### src/rtl/usb_rx_pkg.sv
package usb_rx_pkg;
  localparam int REG_W   = 8;
  localparam int ADDR_W  = 4;
  localparam int TOG_BIT = 6;
  localparam int ST_HI   = 5;
  localparam int ST_LO   = 4;

  typedef enum logic [1:0] {
    HS_ACK   = 2'b00,
    HS_NAK   = 2'b01,
    HS_STALL = 2'b10
  } hs_e;

  typedef enum logic [1:0] {
    ST_OFF   = 2'b00,
    ST_STALL = 2'b01,
    ST_NAK   = 2'b10,
    ST_READY = 2'b11
  } rx_st_e;
endpackage

### src/rtl/usb_rx_ep_reg.sv
module usb_rx_ep_reg
  import usb_rx_pkg::*;
#(
  parameter bit IS_EP0 = 1'b0
) (
  input  logic              clk_i,
  input  logic              rst_ni,
  input  logic              bus_rst_i,
  input  logic              sw_we_i,
  input  logic [REG_W-1:0]  sw_wdata_i,
  input  logic              hw_we_i,
  input  logic              hw_tog_i,
  input  logic [1:0]        hw_st_i,
  output logic [REG_W-1:0]  reg_o,
  output logic [1:0]        st_o,
  output logic              tog_o,
  output logic [ADDR_W-1:0] addr_o
);
  logic       tog_q;
  logic [1:0] st_q;
  logic       bus_clr;

  assign bus_clr = bus_rst_i && IS_EP0;

  // hardware update is applied last so it wins over software
  always_ff @(posedge clk_i or negedge rst_ni) begin
    if (!rst_ni) begin
      tog_q <= 1'b0;
      st_q  <= ST_OFF;
    end else if (bus_clr) begin
      tog_q <= 1'b0;
      st_q  <= ST_OFF;
    end else begin
      if (sw_we_i) begin
        tog_q <= sw_wdata_i[TOG_BIT];
        st_q  <= sw_wdata_i[ST_HI:ST_LO];
      end
      if (hw_we_i) begin
        tog_q <= hw_tog_i;
        st_q  <= hw_st_i;
      end
    end
  end

  generate
    if (IS_EP0) begin : g_ep0
      logic unused_wbits;
      assign unused_wbits = ^{sw_wdata_i[REG_W-1], sw_wdata_i[ADDR_W-1:0]};
      assign addr_o = '0;
      assign reg_o  = {1'b1, tog_q, st_q, {ADDR_W{1'b0}}};
    end else begin : g_epn
      logic [ADDR_W-1:0] addr_q;
      logic unused_wbit;
      assign unused_wbit = sw_wdata_i[REG_W-1];
      always_ff @(posedge clk_i or negedge rst_ni) begin
        if (!rst_ni)      addr_q <= '0;
        else if (sw_we_i) addr_q <= sw_wdata_i[ADDR_W-1:0];
      end
      assign addr_o = addr_q;
      assign reg_o  = {1'b0, tog_q, st_q, addr_q};
    end
  endgenerate

  assign st_o  = st_q;
  assign tog_o = tog_q;
endmodule

### src/rtl/usb_rx_decide.sv
module usb_rx_decide
  import usb_rx_pkg::*;
#(
  parameter int NUM_EP = 3,
  localparam int IDX_W = (NUM_EP > 1) ? $clog2(NUM_EP) : 1
) (
  input  logic                           tok_valid_i,
  input  logic                           tok_setup_i,
  input  logic [ADDR_W-1:0]              tok_addr_i,
  input  logic                           data_good_i,
  input  logic                           data_pid_i,
  input  logic [NUM_EP-1:0][1:0]         st_i,
  input  logic [NUM_EP-1:0]              tog_i,
  input  logic [NUM_EP-1:0][ADDR_W-1:0]  addr_i,
  output logic                           hs_en_o,
  output logic [1:0]                     hs_code_o,
  output logic [IDX_W-1:0]               idx_o,
  output logic                           upd_o,
  output logic                           new_tog_o,
  output logic                           ctr_o
);
  logic             hit;
  logic [IDX_W-1:0] idx;
  logic [1:0]       sel_st;
  logic             exp_tog;

  // lowest index wins: scan downward, last match sticks
  always_comb begin
    hit = 1'b0;
    idx = '0;
    for (int i = NUM_EP - 1; i >= 0; i--) begin
      if (addr_i[i] == tok_addr_i) begin
        hit = 1'b1;
        idx = IDX_W'(i);
      end
    end
  end

  assign sel_st  = st_i[idx];
  assign exp_tog = (tok_setup_i && (idx == '0)) ? 1'b0 : tog_i[idx];

  always_comb begin
    hs_en_o   = 1'b0;
    hs_code_o = HS_ACK;
    upd_o     = 1'b0;
    new_tog_o = 1'b0;
    ctr_o     = 1'b0;
    if (tok_valid_i && data_good_i && hit) begin
      unique case (sel_st)
        ST_STALL: begin
          hs_en_o   = 1'b1;
          hs_code_o = HS_STALL;
        end
        ST_NAK: begin
          hs_en_o   = 1'b1;
          hs_code_o = HS_NAK;
        end
        ST_READY: begin
          hs_en_o   = 1'b1;
          hs_code_o = HS_ACK;
          if (data_pid_i == exp_tog) begin
            upd_o     = 1'b1;
            new_tog_o = ~exp_tog;
            ctr_o     = 1'b1;
          end
        end
        default: ;
      endcase
    end
  end

  assign idx_o = idx;
endmodule

### src/rtl/usb_rx_hs_ctrl.sv
module usb_rx_hs_ctrl
  import usb_rx_pkg::*;
#(
  parameter int NUM_EP = 3,
  localparam int IDX_W = (NUM_EP > 1) ? $clog2(NUM_EP) : 1
) (
  input  logic              clk_i,
  input  logic              rst_ni,
  input  logic              bus_rst_i,
  input  logic              tok_valid_i,
  input  logic              tok_setup_i,
  input  logic [ADDR_W-1:0] tok_addr_i,
  input  logic              data_good_i,
  input  logic              data_pid_i,
  output logic              hs_valid_o,
  output logic [1:0]        hs_code_o,
  output logic              ctr_o,
  output logic [IDX_W-1:0]  ctr_ep_o,
  input  logic              reg_we_i,
  input  logic [IDX_W-1:0]  reg_idx_i,
  input  logic [REG_W-1:0]  reg_wdata_i,
  output logic [REG_W-1:0]  reg_rdata_o
);
  logic [NUM_EP-1:0][1:0]        st;
  logic [NUM_EP-1:0]             tog;
  logic [NUM_EP-1:0][ADDR_W-1:0] addr;
  logic [NUM_EP*REG_W-1:0]       regs_flat;

  logic             tok_gated;
  logic             hs_en, upd, new_tog, ctr;
  logic [1:0]       hs_code;
  logic [IDX_W-1:0] idx;

  assign tok_gated = tok_valid_i && !bus_rst_i;

  usb_rx_decide #(.NUM_EP(NUM_EP)) u_decide (
    .tok_valid_i (tok_gated),
    .tok_setup_i (tok_setup_i),
    .tok_addr_i  (tok_addr_i),
    .data_good_i (data_good_i),
    .data_pid_i  (data_pid_i),
    .st_i        (st),
    .tog_i       (tog),
    .addr_i      (addr),
    .hs_en_o     (hs_en),
    .hs_code_o   (hs_code),
    .idx_o       (idx),
    .upd_o       (upd),
    .new_tog_o   (new_tog),
    .ctr_o       (ctr)
  );

  generate
    for (genvar g = 0; g < NUM_EP; g++) begin : g_ep
      logic [REG_W-1:0] reg_v;
      usb_rx_ep_reg #(.IS_EP0(g == 0)) u_reg (
        .clk_i      (clk_i),
        .rst_ni     (rst_ni),
        .bus_rst_i  (bus_rst_i),
        .sw_we_i    (reg_we_i && (reg_idx_i == IDX_W'(g))),
        .sw_wdata_i (reg_wdata_i),
        .hw_we_i    (upd && (idx == IDX_W'(g))),
        .hw_tog_i   (new_tog),
        .hw_st_i    (ST_NAK),
        .reg_o      (reg_v),
        .st_o       (st[g]),
        .tog_o      (tog[g]),
        .addr_o     (addr[g])
      );
      assign regs_flat[g*REG_W +: REG_W] = reg_v;
    end
  endgenerate

  always_comb begin
    reg_rdata_o = '0;
    for (int i = 0; i < NUM_EP; i++) begin
      if (reg_idx_i == IDX_W'(i)) reg_rdata_o = regs_flat[i*REG_W +: REG_W];
    end
  end

  always_ff @(posedge clk_i or negedge rst_ni) begin
    if (!rst_ni) begin
      hs_valid_o <= 1'b0;
      hs_code_o  <= HS_ACK;
      ctr_o      <= 1'b0;
      ctr_ep_o   <= '0;
    end else begin
      hs_valid_o <= hs_en;
      hs_code_o  <= hs_code;
      ctr_o      <= ctr;
      ctr_ep_o   <= ctr ? idx : '0;
    end
  end
endmodule

### config.mk
export PLATFORM = sky130hd
export DESIGN_NAME = usb_rx_hs_ctrl
export DESIGN_NICKNAME = d
export VERILOG_FILES = /design/src/rtl/usb_rx_pkg.sv /design/src/rtl/usb_rx_ep_reg.sv /design/src/rtl/usb_rx_decide.sv /design/src/rtl/usb_rx_hs_ctrl.sv
export SDC_FILE = /design/constraint.sdc
export NUM_CORES = 1
export LEC_CHECK = 0
export BUFFER_PORTS_ARGS = -buffer_cell sky130_fd_sc_hd__buf_2
export CORE_UTILIZATION = 26
export DETAILED_ROUTE_END_ITERATION = 16
export PLACE_DENSITY = 0.45
export SLEW_MARGIN = 20
export SYNTH_ARGS = -nofsm -noshare
export SYNTH_HDL_FRONTEND = slang
export SYNTH_SLANG_ARGS = --single-unit
### constraint.sdc
create_clock -name clk_i -period 3.3 [get_ports clk_i]
set_input_delay 0.165 -clock clk_i [delete_from_list [all_inputs] [get_ports clk_i]]
set_output_delay 0.165 -clock clk_i [all_outputs]
set_load 0.01 [all_outputs]
==> flow_metrics.env <==
export IMPL_syn_cell_area_um2=1260
export IMPL_p_leak_nw=0.739
export IMPL_fp_dieArea_um2=5120
export IMPL_crit_top_cell="o21ai_0"
export IMPL_critical_path_class="flip-flop to flip-flop"
export IMPL_crit_buf_inv=0
export IMPL_slew_headroom=0.627
export IMPL_ys_types=31
export IMPL_placementRows=24
export IMPL_path_cells="xnor2_1, nand4_4, a21o_1, o21ai_0, o21ai_0, ha_1, or3_1, nor4_1, mux2_2"
export IMPL_required_ps=3450
export IMPL_post_cts_buffers=0
export IMPL_fin_area_um2=1590
export IMPL_n_antenna_cell=0
export IMPL_grt_max_degree=24
export IMPL_avgSynthCellArea_um2=10.8
export IMPL_die_x_um=71.5
export IMPL_place_area_um2=1530
export IMPL_arrival_ps=2970
export IMPL_io_pins=36
export IMPL_finalSetupViolCount=0
export IMPL_synthAdderAreaFrac=0.00995
export IMPL_htree_levels=1
export IMPL_fmax_ghz=0.354
export IMPL_status="complete, no violations"
export IMPL_overflow=0
export IMPL_drcViolationCount=0
export IMPL_cp_max_fo=9
export IMPL_netlist_instances=116
export IMPL_post_dp_hpwl_um=2420
export IMPL_avgRoutedWirePerCell_um=15.2
export IMPL_tns_ps=0
export IMPL_clock_root_buffer="clkbuf_8"
export IMPL_final_common_cell="buf_2"
export IMPL_setup_slack_ps=477
export IMPL_grt_pass1_wl_um=5250
export IMPL_antenna_found_initial=0
export IMPL_tightestPinTransition_ps=558
export IMPL_syn_nets=139
export IMPL_coreArea_um2=4500
export IMPL_holdCritPathClass="input port to flip-flop"
export IMPL_yosysWarnings=0
export IMPL_track_usage=0.134
export IMPL_crit_family="simple AND/OR/NAND/NOR gates"
export IMPL_synth_ff_latch_count=23
export IMPL_cts_tree="done"
export IMPL_finalPower_mw=0.697
export IMPL_area_delta_synth_final_pct=26.1
export IMPL_routed_wl_um=3190
export IMPL_final_cells=210
export IMPL_power_density_nw_per_um2=440
export IMPL_die_height_um=71.5
export IMPL_final_cell_mix="34 x buf_2, 23 x dfrtp_1, 14 x mux2_2"
export IMPL_finalCritPeriodShare=0.855
export IMPL_hold_viol=0
export IMPL_synth_area_leaders="dfrtp_1 46%, mux2_2 13%, xnor2_1 5.6%"
export IMPL_drtAntennaViolNets=0
export IMPL_drive_gt1_frac=0.386
export IMPL_num_vias=1034
export IMPL_nets=182
export IMPL_critical_path_slowest_cell="dfrtp_1"
export IMPL_synth_xor_area_frac=0.0557
export IMPL_grt_pass1_vias=1068
export IMPL_drv_cap=0
export IMPL_post_route_util=0.352
export IMPL_cp_end_kind="flip-flop"
export IMPL_synthSimpleGateAreaFrac=0.183
export IMPL_clkTransAtPathRegs_ps=80
export IMPL_cts_sinks=23
export IMPL_slew_viol_final=0
export IMPL_dpl_worst_slack_ps=472
export IMPL_cpPeakStageDelay_ps=410
export IMPL_fin_crit_ps=2820
export IMPL_synth_compound_area_frac=0.118
export IMPL_gp_congestion=0.775
export IMPL_fillers=484
export IMPL_numCtsBuffers=3
export IMPL_drt_initial_drc_count=52
export IMPL_start_util=0.279
export IMPL_synth_largest_area_cell="dfrtp_1"
export IMPL_rsz0062_at_grt="false"
export IMPL_dp_cells=205
export IMPL_via_per_inst=4.92
export IMPL_synth_seq_area_share=0.458
export IMPL_first_pass_iters=4
export IMPL_insertion_delay_ps=260
export IMPL_fin_skew_ps=1.24
export IMPL_hold_ws_ps=149
export IMPL_vdd_drop_max_uv=143
export IMPL_place_port_buffers=34
export IMPL_clockBufferDepth=2
export IMPL_startpoint_type="flip-flop"
export IMPL_synthMuxAreaShare=0.157
export IMPL_synth_top_family_by_area="simple AND/OR/NAND/NOR gates"
export IMPL_synth_top_cell_area_share=0.458
## kinds of logic (layout without fill, tap and decap cells)
kind of cell | Yosys count | after routing
AND/OR/NAND/NOR | 39 | 39
flip-flops | 23 | 23
AO/OA/AOI/OAI | 21 | 21
multiplexers | 18 | 18
XOR/XNOR | 8 | 8
buffers and inverters | 6 | 48
adder cells (fa/ha/maj) | 1 | 1
## worst paths after layout
| path | to | slack [ps] | cells past startpoint | from |
|---|---|---|---|---|
| max reg2reg | g_ep[1].u_reg.tog_o$_DFFE_PN0P_ | 480 | 9 | g_ep[1].u_reg.addr_o[0]$_DFFE_PN0P_ |
| min in group asynchronous | g_ep[1].u_reg.st_o[0]$_DFFE_PN0P_ | 420 | 2 | rst_ni |
| min | g_ep[1].u_reg.addr_o[1]$_DFFE_PN0P_ | 150 | 2 | reg_wdata_i[1] |
| max in group asynchronous | hs_valid_o$_DFF_PN0_ | 2520 | 2 | rst_ni |
| max | g_ep[1].u_reg.tog_o$_DFFE_PN0P_ | 480 | 9 | g_ep[1].u_reg.addr_o[0]$_DFFE_PN0P_ |
| min reg2reg | g_ep[2].u_reg.st_o[1]$_DFFE_PN0P_ | 550 | 1 | g_ep[2].u_reg.st_o[1]$_DFFE_PN0P_ |
## sequential cells by signal, indices dropped and copies added (netlist names)
| name | flops |
|---|---|
| ctr_ep_o | 2 |
| g_ep.u_reg.addr_o | 8 |
| hs_valid_o | 1 |
| g_ep.u_reg.st_o | 6 |
| ctr_o | 1 |
| hs_code_o | 2 |
| g_ep.u_reg.tog_o | 3 |
## synthesized netlist by cell type
master    instances
nand4_1           1
and3_1            2
mux2i_1           4
xnor2_1           8
nor2_1            7
or3_1             1
inv_1             2
a222oi_1          1
a221oi_1          1
a22o_1            4
a311o_1           1
and2_0            1
nor3b_1           4
a21oi_1           5
mux2_2           14
or4_1             1
nor4_1            4
nor3_1            1
nor2b_1           3
o21ba_2           1
nor4_2            1
nand4_4           1
ha_1              1
a21o_1            1
or2b_1            1
o21ai_0           5
dfrtp_1          23
clkbuf_1          4
a211o_1           2
nand2_1           8
nand3_1           3
## final cells by class
type,instances,area (µm²),share of cell area
multi-input combinational,87,659,0.416
sequential,23,576,0.363
timing repair buffer,42,233,0.147
tap,52,65.1,0.0410
clock buffer,4,45.0,0.0284
inverter,2,7.51,0.00474
## metal layers
layer | track usage | routed length [µm] | vias to the layer above
li1 | - | - | 509
met1 | 0.189 | 1510 | 493
met2 | 0.215 | 1520 | 30
met3 | 0.0253 | 145 | 2
met4 | 0.0327 | 12 | 0
met5 | 0 | 0 | -
## power breakdown
part / internal, mW / leakage, nW / switching, mW / total (mW)
combinational: 0.0932 / 0.423 / 0.0880 / 0.181
sequential: 0.314 / 0.293 / 0.0305 / 0.345
clock: 0.0860 / 0.0228 / 0.0847 / 0.171
total: 0.493 / 0.739 / 0.203 / 0.697
## repair_timing
| item | in CTS | in global routing |
|---|---|---|
| hold endpoints to repair | 23 | 0 |
| hold buffers | 1 | 0 |
| setup endpoints to repair | 0 | 0 |
| resized for setup | 0 | 0 |
Power figures use the tool's default switching activity.
